File: src/rtl/fsd_pkg.sv
package fsd_pkg;

  typedef enum logic [1:0] {
    SEQ_RUN  = 2'd0,
    SEQ_RAMP = 2'd1,
    SEQ_WAIT = 2'd2,
    SEQ_OFF  = 2'd3
  } seq_state_t;

  typedef enum logic [1:0] {
    KIND_NONE = 2'b00,
    KIND_OV   = 2'b01,
    KIND_UV   = 2'b10
  } fault_kind_t;

  // meas is more than pct percent of ref
  function automatic logic above_ratio(input int unsigned meas,
                                       input int unsigned ref_code,
                                       input int unsigned pct);
    longint unsigned lhs;
    longint unsigned rhs;
    lhs = 64'(meas) * 64'd100;
    rhs = 64'(ref_code) * 64'(pct);
    return lhs > rhs;
  endfunction

  // meas is less than pct percent of ref
  function automatic logic below_ratio(input int unsigned meas,
                                       input int unsigned ref_code,
                                       input int unsigned pct);
    longint unsigned lhs;
    longint unsigned rhs;
    lhs = 64'(meas) * 64'd100;
    rhs = 64'(ref_code) * 64'(pct);
    return lhs < rhs;
  endfunction

endpackage

File: src/rtl/fsd_detect.sv
module fsd_detect #(
  parameter int CODE_W       = 10,
  parameter int OV_PCT       = 113,
  parameter int UV_PCT       = 70,
  parameter int SKIP_OV_CODE = 800
) (
  input  logic [CODE_W-1:0] vout_code,
  input  logic [CODE_W-1:0] dac_code,
  input  logic              skip_mode,
  input  logic              slewing,
  input  logic              no_fault_test,
  input  logic              enable,
  output logic              ov_hit,
  output logic              uv_hit
);
  import fsd_pkg::*;

  localparam logic [CODE_W-1:0] SKIP_LIM = CODE_W'(SKIP_OV_CODE);

  logic ov_ratio;
  logic ov_fixed;
  logic uv_ratio;

  always_comb begin
    ov_ratio = above_ratio(32'(vout_code), 32'(dac_code), OV_PCT);
    ov_fixed = vout_code > SKIP_LIM;
    uv_ratio = below_ratio(32'(vout_code), 32'(dac_code), UV_PCT);
  end

  assign ov_hit = enable && !no_fault_test && (skip_mode ? ov_fixed : ov_ratio);
  assign uv_hit = enable && !slewing && uv_ratio;

endmodule

File: src/rtl/fsd_sequencer.sv
module fsd_sequencer (
  input  logic                 clk,
  input  logic                 rst_n,
  input  logic                 fault_take,
  input  logic                 shutdown,
  input  logic                 vcc_ok,
  input  logic                 dac_at_zero,
  output fsd_pkg::seq_state_t  state,
  output logic                 clear_evt
);
  import fsd_pkg::*;

  seq_state_t state_q;
  seq_state_t state_d;
  logic       armed_q;

  // armed: shutdown seen high while the sequence is away from RUN
  assign clear_evt = !vcc_ok || ((state_q != SEQ_RUN) && armed_q && !shutdown);

  always_comb begin
    state_d = state_q;
    if (clear_evt) begin
      state_d = SEQ_RUN;
    end else begin
      case (state_q)
        SEQ_RUN:  if (fault_take) state_d = SEQ_RAMP;
        SEQ_RAMP: state_d = SEQ_WAIT;
        SEQ_WAIT: if (dac_at_zero) state_d = SEQ_OFF;
        SEQ_OFF:  state_d = SEQ_OFF;
        default:  state_d = SEQ_RUN;
      endcase
    end
  end

  always_ff @(posedge clk) begin
    if (!rst_n) begin
      state_q <= SEQ_RUN;
      armed_q <= 1'b0;
    end else begin
      state_q <= state_d;
      if (clear_evt || state_q == SEQ_RUN) armed_q <= 1'b0;
      else if (shutdown)                   armed_q <= 1'b1;
    end
  end

  assign state = state_q;

endmodule

File: src/rtl/fsd_status.sv
module fsd_status (
  input  logic        clk,
  input  logic        rst_n,
  input  logic        ov_hit,
  input  logic        uv_hit,
  input  logic        clear_evt,
  output logic        latched,
  output logic [1:0]  kind
);
  import fsd_pkg::*;

  fault_kind_t kind_q;
  logic        latched_q;

  always_ff @(posedge clk) begin
    if (!rst_n || clear_evt) begin
      latched_q <= 1'b0;
      kind_q    <= KIND_NONE;
    end else if (!latched_q && (ov_hit || uv_hit)) begin
      latched_q <= 1'b1;
      kind_q    <= ov_hit ? KIND_OV : KIND_UV;  // overvoltage wins a tie
    end
  end

  assign latched = latched_q;
  assign kind    = kind_q;

endmodule

File: src/rtl/fault_shutdown_ctrl.sv
module fault_shutdown_ctrl #(
  parameter int CODE_W       = 10,
  parameter int OV_PCT       = 113,
  parameter int UV_PCT       = 70,
  parameter int SKIP_OV_CODE = 800
) (
  input  logic              clk,
  input  logic              rst_n,
  input  logic [CODE_W-1:0] vout_code,
  input  logic [CODE_W-1:0] dac_code,
  input  logic              skip_mode,
  input  logic              slewing,
  input  logic              no_fault_test,
  input  logic              shutdown,
  input  logic              vcc_ok,
  input  logic              dac_at_zero,
  output logic              fault_latched,
  output logic              pgood_kill,
  output logic              ramp_zero_req,
  output logic              dl_force_on,
  output logic              dh_force_off,
  output logic [1:0]        fault_kind
);
  import fsd_pkg::*;

  seq_state_t seq_state;
  logic       det_enable;
  logic       ov_hit;
  logic       uv_hit;
  logic       clear_evt;
  logic       fault_take;

  assign det_enable = vcc_ok && !shutdown && (seq_state == SEQ_RUN);
  assign fault_take = ov_hit || uv_hit;

  fsd_detect #(
    .CODE_W(CODE_W), .OV_PCT(OV_PCT), .UV_PCT(UV_PCT), .SKIP_OV_CODE(SKIP_OV_CODE)
  ) u_detect (
    .vout_code(vout_code), .dac_code(dac_code), .skip_mode(skip_mode),
    .slewing(slewing), .no_fault_test(no_fault_test), .enable(det_enable),
    .ov_hit(ov_hit), .uv_hit(uv_hit)
  );

  fsd_sequencer u_seq (
    .clk(clk), .rst_n(rst_n), .fault_take(fault_take), .shutdown(shutdown),
    .vcc_ok(vcc_ok), .dac_at_zero(dac_at_zero), .state(seq_state),
    .clear_evt(clear_evt)
  );

  fsd_status u_status (
    .clk(clk), .rst_n(rst_n), .ov_hit(ov_hit), .uv_hit(uv_hit),
    .clear_evt(clear_evt), .latched(fault_latched), .kind(fault_kind)
  );

  assign pgood_kill    = fault_latched;
  assign ramp_zero_req = (seq_state != SEQ_RUN);
  assign dl_force_on   = (seq_state == SEQ_OFF);
  assign dh_force_off  = (seq_state == SEQ_OFF);

endmodule

File: config.mk
export PLATFORM = sky130hd
export DESIGN_NAME = fault_shutdown_ctrl
export DESIGN_NICKNAME = d
export VERILOG_FILES = /design/src/rtl/fsd_pkg.sv /design/src/rtl/fsd_detect.sv /design/src/rtl/fsd_sequencer.sv /design/src/rtl/fsd_status.sv /design/src/rtl/fault_shutdown_ctrl.sv
export SDC_FILE = /design/constraint.sdc
export NUM_CORES = 1
export LEC_CHECK = 0
export ABC_AREA = 1
export BUFFER_PORTS_ARGS = -buffer_cell sky130_fd_sc_hd__clkbuf_2
export CORE_MARGIN = 2
export CORE_UTILIZATION = 60
export DETAILED_ROUTE_END_ITERATION = 8
export GPL_ROUTABILITY_DRIVEN = 0
export HOLD_SLACK_MARGIN = 0.08
export PLACE_DENSITY = 0.8
export SLEW_MARGIN = 40
export SYNTH_ARGS = -nofsm -noshare
export SYNTH_HDL_FRONTEND = slang
export SYNTH_HIERARCHICAL = 1
export SYNTH_SLANG_ARGS = --single-unit
File: constraint.sdc
create_clock -name clk -period 5.4 [get_ports clk]
set_clock_uncertainty 0.2 [all_clocks]
set_input_delay 0.81 -clock clk [delete_from_list [all_inputs] [get_ports clk]]
set_output_delay 0.81 -clock clk [all_outputs]
set_load 0.05 [all_outputs]
# Yosys cells after proc, flatten, opt, wreduce, memory -nomap -nowiden
# Cells that the tools add are included.
# word_totals
reg_bits,6
wordCells,45
# classes
multipliers,3
n_lt_le_gt_ge,3
eq_ne,5
muxes,5
bitwise_logic,1
reduce_logical,24
# ops
operator,count
17-bit > comparator,1
17-bit less-than comparator,1
"10-bit by 7-bit multiplier with 17-bit output, second input constant",1
"10-bit by 6-bit multiplier with 16-bit output, second input constant",1
"10-bit by 5-bit multiplier with 15-bit output, second input constant",1
"10-bit > comparator, second input constant",1
1-bit logical AND,9
2-bit one-hot mux with 4 select lines,1
1-bit zero test,6
2-bit 2-to-1 mux,3
"2-bit == test, second input constant",2
1-bit logical OR,4
"2-bit != test, second input constant",2
2-bit OR reduction,2
"2-bit by 1-bit == test with 1-bit output, second input constant",1
2-bit zero test,1
2-bit AND reduction,1
2-bit nonzero test,1
1-bit 2-to-1 mux,1
1-bit inverter,1

# Longest topological paths before layout
# Gate-level depths: netlist of run 1.
# logic_depth
word_depth,8
ltp_mapped,29
ltp_nobuf,29

# Modules after synthesis
# The synthesis of run 1 kept the hierarchy.
# modules_own_cells
mod,n_inst,cells_per_inst,area_each_um2,seq_area_each_um2
fsd_detect,1,524,3881.2,0.0
fsd_sequencer,1,23,141.4,60.1
fsd_status,1,14,113.9,60.1
fault_shutdown_ctrl,1,11,56.3,0.0

# Worst setup path before layout of run 1
# No wires, ideal clock.
# synth_path
path_type,input to register
start,input port dac_code[3]
end,"register u_seq.state_q[0], in the netlist u_seq/state[0]"
setup_ns,0.064
t_arrival_ns,4.774
slack_ns,0.363
stages,26
cell_sequence,inv_1 > fa_1 > inv_1 > ha_1 > ha_1 > inv_1 > fa_1 > inv_1 > ha_1 > a21oi_1 > o21ai_0 > nand2_1 > nand4_1 > xor2_1 > ha_1 > nand4_1 > nor2_1 > nand2_1 > nand2_1 > nand2_1 > a21oi_1 > or2_1 > inv_1 > nor2_1 > nor2_1 > nor2_1
# synth_via
elab_chain_cells,7
# synth_rtl
item,line,rtl
"start, declared",fault_shutdown_ctrl.sv:10,"input logic [CODE_W-1:0] dac_code,"
10-bit by 7-bit multiplier with 17-bit output,fsd_pkg.sv:23,rhs = 64'(ref_code) * 64'(pct);
17-bit > comparator,fsd_pkg.sv:24,return lhs > rhs;
1-bit 2-to-1 mux,fsd_detect.sv:30,assign ov_hit = enable && !no_fault_test && (skip_mode ? ov_fixed : ov_ratio);
1-bit logical AND,fsd_detect.sv:30,
named net ov_hit,fault_shutdown_ctrl.sv:28,logic ov_hit;
1-bit logical OR,fault_shutdown_ctrl.sv:34,assign fault_take = ov_hit || uv_hit;
named net fault_take,fault_shutdown_ctrl.sv:31,logic fault_take;
2-bit != test (no source line),--,
2-bit AND reduction (no source line),--,
"end signal, assigned",fsd_sequencer.sv:40,state_q <= state_d;
"end, declared",fsd_sequencer.sv:13,seq_state_t state_q;
# The timed path passes the listed nets, and every way through them passes these cells.
# A chain may end at the register's enable or synchronous reset.

# Worst setup path after layout of run 1
# layout_path
start,input port dac_code[3]
end,"register u_status.kind_q[0], in the netlist u_status/kind[0]"
# layout_via
elab_chain_cells,6
# layout_rtl
item,line,rtl
10-bit by 7-bit multiplier with 17-bit output (*),fsd_pkg.sv:23,
17-bit > comparator (*),fsd_pkg.sv:24,
1-bit 2-to-1 mux (*),fsd_detect.sv:30,
1-bit logical AND (*),fsd_detect.sv:30,
named net ov_hit,fault_shutdown_ctrl.sv:28,
1-bit logical OR,fsd_status.sv:19,end else if (!latched_q && (ov_hit || uv_hit)) begin
1-bit logical AND,fsd_status.sv:19,
"end signal, assigned",fsd_status.sv:21,kind_q <= ov_hit ? KIND_OV : KIND_UV;
"end, declared",fsd_status.sv:12,fault_kind_t kind_q;
# Mark *: on every way through the listed nets, which the timed path passes. The rest lies on a longest branch.

==> impl_metrics.csv, run 1 <==
group,metric,value,unit
status,outcome,"completed",
synth,synth.top_cell.area_share,41.5,%
synth,syn_nets,762,
route,drtIter0Drc,157,
route,detail_route.wl_per_cell,12.9,um
die,die_w,87.6,um
route,wl,9.20,mm
die,die_height,87.6,um
sta,hold_viol_final,0,
die,dieArea,7670,um2
synth,synth_area_leader_cell,"ha_1",
sta,finalCriticalPeriod,5.07,ns
sta,finalSetupViolations,0,
power,p_leak,0.00271,uW
route,drt_first_pass_iters,5,
critical_path,r2r-start,"u_seq/state[0]",
layout,area_delta_synth_final,9.97,%
placement,dpl.hpwl,8.15,mm
grt,track_usage,24.3,%
sta,fin_tns_setup,0,ns
route,drc_errors,0,
synth,synth_area,4190,um2
clocking,cts_setup_buffers,0,
flow_run,maxCapViolCount,0,
grt,grt_pass1_vias,3503,
critical_path,crit_type,"in -> reg",
sta,max_slew.worst_pin.slew,0.291,ns
worst_hold_path,min-delay-start,"u_status/kind[1]",
layout,final_nets,807,
worst_hold_path,hold-path-endpoint,"u_status/kind[1]",
clocking,ctsHtreeMaxLevel,1,
sta,drv_slew,0,
route,avgViaCountPerCell,5.34,
synth,ys_seq_area_share,2.86,%
power,power.total,1310,uW
die,rows,30,
grt,grt_pass1_wl,15.2,mm
worst_hold_path,worstHoldPathType,"reg -> reg",
route,final_antenna_net_count,0,
clocking,cts_root_buf,"clkbuf_8",
clocking,clkTransAtPathRegs,0.04,ns
grt,grt-ovfl-total,0,
critical_path,r2r_cells,10,
die,core_area,6790,um2
synth,synth_area_leaders,"ha_1 (41%), fa_1 (11%), inv_1 (10%)",
sta,slew-limit-headroom,80.4,%
critical_path,critPathMaxFanout,4,
power,vdd_drop_max,0.224,mV
layout,final_layout_size_suffix_gt1_share,10.1,%
clocking,cts_tree,"yes",
clocking,cts_buffers,3,
clocking,cts_buffer_depth,2,
route,num_vias,3800,
clocking,cts.sinks,6,
die,start_util,61.7,%
layout,diodes,0,
sta,clock.fmax,197,MHz
critical_path,reg2reg_slack,3.88,ns
synth,yosysUniqueCellTypes,28,
layout,nFillCells,563,
critical_path,crit_arrival,5.03,ns
power,powerDensity,284,nW/um2
synth,avgSynthCellArea,7.33,um2
die,io_pins,35,
layout,instances_no_fill,711,
synth,ys_seq_elements,6,
placement,numPortBuffers,34,
worst_hold_path,holdPathStages,2,
critical_path,r2r-end,"u_seq/state[0]",
clocking,worstSkewPairLatency,0.23,ns
grt,grt_max_degree,9,
placement,dp_cells,708,
synth,synth_warnings,6,
grt,antenna_found_initial,0,
critical_path,cp.required,5.36,ns
critical_path,end_kind,"flip-flop",
synth,synthCells,572,
critical_path,cp-start-kind,"input port",
sta,period_share,93.9,%
synth_stat cells, drive strengths merged:
| cell | n |
|---|---|
| ha | 139 |
| inv | 120 |
| nand2 | 99 |
| a21oi | 40 |
| nor2 | 39 |
| nand3 | 32 |
| fa | 23 |
| xor2 | 16 |
| o21ai | 15 |
| xnor2 | 12 |
| nand4 | 9 |
| nor3 | 7 |
| dfxtp | 6 |
| o21bai | 4 |
| a21o | 2 |
| a31oi | 2 |
| buf | 2 |
| a211oi | 1 |
| a21boi | 1 |
| nand3b | 1 |
| o21a | 1 |
| or2 | 1 |
through the flow:
stage          setup WS (ns)  area (um2)  hold slack [ns]  utilization, %
2_1_floorplan          0.363        4190            0.273               -
3_3_place_gp           0.115        4530            0.248            66.6
3_5_place_dp         -0.0813        4530            0.258            66.6
4_1_cts                0.141        4570            0.264            67.3
5_1_grt              -0.0794        4610            0.280            67.9
6_report               0.329        4610            0.264            67.9
registers in the layout (all words and copies together) (netlist names):
signal	count
u_seq/armed_q	1
u_status/latched	1
u_seq/state	2
u_status/kind	2
per-layer routing:
layer | global-route usage (%) | up-vias | part of all wire [%] | routed length (um)
met3 | 0.660 | 8 | 3.5 | 325
met5 | 0 | - | 0 | 0
met1 | 33.8 | 1749 | 47 | 4340
met2 | 43.2 | 93 | 48 | 4450
li1 | - | 1950 | - | -
met4 | 3.64 | 0 | 0.82 | 75
cells by family after synthesis:
family / share of synthesized area [%]
AO/OA/AOI/OAI: 8.74
XOR/XNOR: 5.85
adder cells (fa/ha/maj): 52.5
buffers and inverters: 11.1
flip-flops: 2.86
AND/OR/NAND/NOR: 19.0
cell usage in the layout, fill, tap and decap left out:
| master | n |
|---|---|
| nand2_2 | 2 |
| o21bai_1 | 4 |
| nand4_1 | 9 |
| o21a_1 | 1 |
| nor2_1 | 36 |
| fa_1 | 23 |
| a21oi_1 | 37 |
| clkbuf_8 | 3 |
| inv_2 | 3 |
| a31oi_1 | 2 |
| buf_4 | 8 |
| o21ai_1 | 4 |
| clkbuf_2 | 34 |
| xnor2_1 | 12 |
| inv_1 | 117 |
| ha_1 | 137 |
| nor2_2 | 3 |
| ha_4 | 2 |
| a21boi_1 | 1 |
| nor3_1 | 6 |
| a21oi_2 | 3 |
| nor3_2 | 1 |
| xor2_1 | 16 |
| dfxtp_1 | 6 |
| nand2_1 | 97 |
| a21o_1 | 2 |
| o21ai_2 | 3 |
| a211oi_1 | 1 |
| nand3b_1 | 1 |
| or2_1 | 1 |
| o21ai_0 | 8 |
| nand3_1 | 32 |
what timing repair did:
item	in CTS	in global routing
endpoints found under the hold margin	0	0
resized for setup	0	10
hold buffers	0	0
setup endpoints to repair	0	4
critical path, cell delays in order:
cell      delay [ns]
clkbuf_2        0.09
inv_1           0.08
fa_1            0.54
inv_1           0.04
ha_1            0.29
ha_1            0.28
inv_1           0.05
fa_1            0.51
inv_1           0.06
ha_4            0.28
nand2_1         0.12
nor2_2          0.13
nand3_1         0.09
nand4_1         0.12
xor2_1          0.15
ha_1            0.27
a21oi_1         0.15
o21ai_0         0.10
nor2_1          0.12
nand2_1         0.06
nand2_1         0.07
a21oi_1         0.08
buf_4           0.14
o21ai_2         0.17
nand2_1         0.08
a21oi_1         0.12
how the worst max path moves through the flow:
stage                       end  slack [ns]  cells past startpoint        start
2_1_floorplan    u_seq/state[0]        0.36                     26  dac_code[3]
3_3_place_gp     u_seq/state[0]        0.12                     27  dac_code[3]
3_5_place_dp   u_status/kind[0]       -0.08                     25  dac_code[3]
4_1_cts        u_status/kind[0]        0.14                     25  dac_code[3]
5_1_grt          u_seq/state[0]       -0.08                     27  dac_code[8]
6_report       u_status/kind[0]        0.33                     26  dac_code[3]
final cells by class:
class | instances | area, um2 | area share (%)
well taps | 96 | 120 | 2.61
repair buffers | 42 | 230 | 4.99
multi-input cells | 444 | 3650 | 79.1
flip-flops and latches | 6 | 120 | 2.61
clock buffers | 3 | 41.3 | 0.896
inverters | 120 | 450 | 9.77
power breakdown:
group          internal [uW]  switching [uW]  leakage, uW
registers               46.1            1.15    0.0000484
clock network           48.1            21.2    0.0000216
logic                    480             714      0.00264
total                    574             736      0.00271
No activity file was read; power rests on OpenSTA's default activity.
==> run 2: changes to the inputs <==
--- a/config.mk
+++ b/config.mk
@@ -7,13 +7,13 @@
 export LEC_CHECK = 0
 export ABC_AREA = 1
 export BUFFER_PORTS_ARGS = -buffer_cell sky130_fd_sc_hd__clkbuf_2
+export CORE_ASPECT_RATIO = 1.1
 export CORE_MARGIN = 2
 export CORE_UTILIZATION = 60
 export DETAILED_ROUTE_END_ITERATION = 8
 export GPL_ROUTABILITY_DRIVEN = 0
 export HOLD_SLACK_MARGIN = 0.08
 export PLACE_DENSITY = 0.8
-export SLEW_MARGIN = 40
 export SYNTH_ARGS = -nofsm -noshare
 export SYNTH_HDL_FRONTEND = slang
 export SYNTH_HIERARCHICAL = 1
==> run 2 against run 1 <==
Net effect: worst hold slack gained 0.0085 ns; non-clock buffer count shrank 1; flip-flop and latch count stayed put.
==> impl_metrics.csv, run 2 (synthesized netlist as in run 1, its figures left out) <==
group,metric,value,unit
route,drtIter0Drc,241,
die,rows,31,
critical_path,critPathBufInv,5,
route,detail_route.wl_per_cell,13.5,um
clocking,cts_tree,"yes",
die,die_height,91.7,um
sta,period_share,95.5,%
grt,track_usage,24.9,%
worst_hold_path,hold-path-endpoint,"u_status/kind[0]",
sta,setup_ws,0.242,ns
layout,mostFrequentLayoutCells,"ha_1 (137), inv_1 (117), nand2_1 (97)",
route,drc_errors,0,
power,p_leak,0.00271,uW
sta,slew-limit-headroom,73.9,%
route,drt_first_pass_iters,5,
critical_path,end_kind,"flip-flop",
worst_hold_path,min-delay-start,"u_status/kind[0]",
critical_path,r2r-end,"u_seq/state[0]",
critical_path,crit_type,"in -> reg",
power,p_comb_share,91.3,%
critical_path,r2r_cells,10,
status,outcome,"completed",
clocking,worstSkewPairLatency,0.22,ns
route,num_vias,3872,
power,pwr-share-clk,5.1,%
critical_path,r2r-start,"u_seq/state[0]",
grt,grt_pass1_vias,3762,
critical_path,cp-start-kind,"input port",
clocking,cts_root_buf,"clkbuf_8",
sta,fin_tns_setup,0,ns
worst_hold_path,holdPathStages,2,
critical_path,slowest_stage,"fa_1",
grt,grt-ovfl-total,0,
placement,place_area,4500,um2
sta,finalCriticalPeriod,5.16,ns
sta,hold_viol_final,0,
layout,diodes,0,
grt,antenna_found_initial,0,
power,sw_frac_of_total,56.3,%
placement,place_ws,-0.0454,ns
critical_path,cp_common_cell,"nand2_1",
grt,grt_max_degree,9,
worst_hold_path,worstHoldPathType,"reg -> reg",
sta,finalSetupViolations,0,
power,p_int,567,uW
layout,final_common_cell,"ha_1",
sta,drv_slew,0,
critical_path,path_delay_family,"adder cells",
sta,max_slew.worst_pin.slew,0.389,ns
critical_path,critPathMaxFanout,5,
critical_path,reg2reg_slack,3.81,ns
sta,clock.fmax,194,MHz
layout,area_delta_synth_final,9.16,%
critical_path,cp.required,5.34,ns
clocking,ctsHtreeMaxLevel,1,
die,dieArea,7670,um2
layout,stdcell_area,4580,um2
placement,numPortBuffers,34,
power,seqPwrFrac,3.7,%
power,power.switching,731,uW
critical_path,crit_arrival,5.10,ns
die,io_pins,35,
clocking,cts_buffers,3,
clocking,cts.sinks,6,
layout,final_nets,806,
clocking,cts_buffer_depth,2,
critical_path,cpPeakStageDelay,0.54,ns
die,start_util,62.8,%
clocking,cts_setup_buffers,0,
flow_run,maxCapViolCount,0,
die,core_area,6670,um2
power,vdd_drop_max,0.207,mV
route,wl,9.38,mm
layout,final_layout_size_suffix_gt1_share,9.93,%
grt,grt_pass1_wl,16.1,mm
route,final_antenna_net_count,0,
power,powerDensity,284,nW/um2
die,die_w,83.7,um
placement,dpl.hpwl,8.28,mm
clocking,clkTransAtPathRegs,0.03,ns
route,avgViaCountPerCell,5.56,
-- run 2: final cells by class --
type,instances,area [um2]
clock buffer,3,41.3
fill,574,2090
inverter,120,450
multi-input combinational,444,3640
sequential,6,120
tap,82,103
timing repair buffer,41,223
-- run 2: worst max path at each step --
stage	startpoint	end	slack [ns]	cells after the start
finish	dac_code[2]	u_status/kind[1]	0.24	25
floorplan	dac_code[3]	u_seq/state[0]	0.36	26
CTS	dac_code[3]	u_status/kind[1]	0.14	25
detailed placement	dac_code[3]	u_status/kind[1]	-0.05	25
global route	dac_code[2]	u_status/kind[0]	-0.001	25
global placement	dac_code[3]	u_seq/state[0]	0.09	27
-- run 2: power by group through the flow --
stage	logic (uW)	clock network [uW]	registers, uW
after global routing	1350	69.3	47.5
after global placement	1080	0	47.9
after CTS	1150	67.9	47.4
after floorplan	871	0	51.1
final	1180	66.1	47.4
after detailed placement	1140	0	48.0
-- run 2: routing by layer --
layer,up-vias,global-route usage [%],part of all wire [%]
met5,-,0,0
met4,0,4.84,1.1
met3,11,1.08,4.1
met2,108,46.3,51
met1,1799,32.1,44
li1,1954,-,-
-- run 2: timing repair --
item,in CTS,in global routing
hold buffers,0,0
setup endpoints to repair,0,4
gates resized for setup,0,9
-- run 2: stage by stage --
| step | hold WS [ns] | instances | power (uW) | util, % |
|---|---|---|---|---|
| after floorplan | 0.273 | 572 | 923 | - |
| after global placement | 0.247 | 693 | 1130 | 67.5 |
| after detailed placement | 0.265 | 693 | 1190 | 67.5 |
| after CTS | 0.273 | 696 | 1260 | 68.1 |
| after global routing | 0.298 | 696 | 1470 | 68.6 |
| final | 0.273 | 696 | 1300 | 68.6 |
-- run 2: worst reg2reg max path, delay by kind of cell (launching register included) --
family                 cells  cell delay (ns)
and+or+nand+nor            8             0.86
DFF                        1             0.34
buffers and inverters      2             0.13
==> run 3: changes to the inputs <==
--- a/config.mk
+++ b/config.mk
@@ -7,13 +7,15 @@
 export LEC_CHECK = 0
 export ABC_AREA = 1
 export BUFFER_PORTS_ARGS = -buffer_cell sky130_fd_sc_hd__clkbuf_2
+export CELL_PAD_IN_SITES_DETAIL_PLACEMENT = 1
+export CELL_PAD_IN_SITES_GLOBAL_PLACEMENT = 1
 export CORE_ASPECT_RATIO = 1.1
 export CORE_MARGIN = 2
-export CORE_UTILIZATION = 60
+export CORE_UTILIZATION = 46
 export DETAILED_ROUTE_END_ITERATION = 8
 export GPL_ROUTABILITY_DRIVEN = 0
 export HOLD_SLACK_MARGIN = 0.08
-export PLACE_DENSITY = 0.8
+export PLACE_DENSITY = 0.83
 export SYNTH_ARGS = -nofsm -noshare
 export SYNTH_HDL_FRONTEND = slang
 export SYNTH_HIERARCHICAL = 1
==> run 3 against run 2 <==
Net effect: critical path depth increased by 1; register-to-register slack improved by 0.09 ns; via count increased by 0.28%; critical path type unchanged; critical endpoint unchanged; highest routed layer unchanged.
==> impl_metrics.csv, run 3 (synthesized netlist as in run 1, its figures left out) <==
group,metric,value,unit
status,outcome,"completed",
power,p_leak,0.00272,uW
clocking,cts_tree,"yes",
critical_path,end_kind,"flip-flop",
worst_hold_path,worstHoldPathType,"reg -> reg",
grt,grt_max_degree,9,
clocking,ctsHtreeMaxLevel,1,
layout,final-seq-area,120,um2
sta,drv_slew,0,
grt,grt_busiest_layer,"met2",
die,start_util,47.3,%
critical_path,reg2reg_slack,3.90,ns
die,core_area,8870,um2
grt,track_usage,23.9,%
layout,stdcell_area,4670,um2
clocking,worstSkewPairLatency,0.23,ns
critical_path,cp-startpoint,"dac_code[3]",
critical_path,crit_arrival,5.09,ns
layout,final_layout_size_suffix_gt1_share,10.9,%
clocking,cts_root_buf,"clkbuf_8",
route,avgViaCountPerCell,5.32,
route,wl,11.5,mm
clocking,cts_buffers,3,
die,dieArea,9900,um2
route,drtIter0Drc,108,
route,final_antenna_net_count,0,
flow_run,maxCapViolCount,0,
grt,grt_pass1_wl,19.0,mm
route,drc_errors,0,
layout,final_nets,808,
critical_path,r2r_cells,9,
sta,finalCriticalPeriod,5.13,ns
critical_path,crit_end,"u_status/kind[1]",
placement,numPortBuffers,34,
grt,grt-ovfl-total,0,
die,die_height,104,um
sta,finalSetupViolations,0,
sta,clock.fmax,195,MHz
layout,area_delta_synth_final,11.3,%
grt,antenna_found_initial,0,
layout,final_common_cell,"ha_1",
clocking,cts_hold_buf,0,
layout,fin_util,52.6,%
route,detail_route.wl_per_cell,15.7,um
clocking,cts_buffer_depth,2,
critical_path,r2r-end,"u_status/kind[1]",
die,io_pins,35,
layout,diodes,0,
critical_path,r2r-start,"u_seq/state[0]",
route,drt_first_pass_iters,4,
critical_path,critPathMaxFanout,5,
die,die_w,95.0,um
critical_path,crit_type,"in -> reg",
grt,grtUsageMet3,1.52,%
route,num_vias,3883,
sta,hold_viol_final,0,
placement,dpl.hpwl,10.3,mm
layout,multi_input_area,3680,um2
grt,use_met2,45.1,%
sta,period_share,95.1,%
die,rows,36,
layout,nFillCells,1177,
layout,mostFrequentLayoutCells,"ha_1 (137), inv_1 (117), nand2_1 (95)",
clocking,clkTransAtPathRegs,0.04,ns
grt,grt_pass1_vias,4204,
critical_path,cp-start-kind,"input port",
grt,grt_use_met1,29.2,%
placement,place_area,4560,um2
clocking,cts.sinks,6,
critical_path,cp.required,5.36,ns
power,vdd_drop_max,0.157,mV
sta,slew-limit-headroom,78.5,%
sta,max_slew.worst_pin.slew,0.321,ns
power,powerDensity,299,nW/um2
==> run 3: changes by cell type in the layout (fill, tap and decap cells not counted), sizes merged <==
cell	change
clkbuf	-1
buf	+3
==> run 3: worst min-delay path by stage <==
stage,slack [ns],cells past startpoint,to,startpoint
after floorplan,0.27,2,u_seq/armed_q,u_seq/armed_q
after detailed placement,0.28,2,u_status/kind[0],u_status/kind[0]
after global placement,0.25,2,u_status/kind[0],u_status/kind[0]
after global routing,0.30,2,u_status/kind[0],u_status/kind[0]
final,0.28,2,u_status/kind[0],u_status/kind[0]
after CTS,0.28,2,u_status/kind[0],u_status/kind[0]
==> run 3: power by group <==
part / leakage, uW / switching [uW] / internal, uW
registers: 0.0000484 / 1.22 / 46.1
logic: 0.00265 / 777 / 499
clock network: 0.0000216 / 22.7 / 48.2
==> run 3: per-layer routing <==
layer	share of wire [%]	wire, um
met1	44	5050
met2	52	5950
met3	2.4	275
met4	1.9	213
met5	0	0
==> run 3: per-stage QoR <==
stage	TNS, ns	power, uW	std cells	hold WS (ns)	worst slack, ns
after floorplan	0	923	572	0.273	0.363
after global placement	0	1170	727	0.248	0.0587
after detailed placement	-0.622	1270	727	0.277	-0.181
after CTS	0	1350	730	0.284	0.0435
after global routing	-0.00806	1570	730	0.303	-0.00806
final	0	1390	730	0.285	0.267
==> run 3: layout make-up <==
class                      count  share of cell area, %
inverter                     120                   9.65
tap                          114                   3.06
timing repair buffer          43                   5.09
multi-input combinational    444                   78.7
sequential                     6                   2.57
clock buffer                   3                  0.884
==> run 3: worst max-delay path: stages <==
cell	delay, ns
clkbuf_2	0.10
inv_1	0.09
buf_4	0.16
fa_1	0.47
inv_1	0.05
ha_1	0.28
ha_1	0.30
ha_1	0.31
ha_1	0.33
buf_4	0.17
nand3_1	0.08
nand2_2	0.09
nand3_1	0.10
nand4_1	0.11
xor2_1	0.16
ha_1	0.34
a21oi_1	0.16
o21ai_0	0.10
nor2_1	0.11
nand2_1	0.07
nand2_1	0.08
a21oi_2	0.07
buf_4	0.15
o21ai_4	0.16
nand2_1	0.09
a21oi_1	0.13
==> run 3: timing repair <==
item	4_1_cts	5_1_grt
gates resized for setup	0	18
buffers inserted	0	0
setup endpoints to repair	0	4
endpoints found under the hold margin	0	0
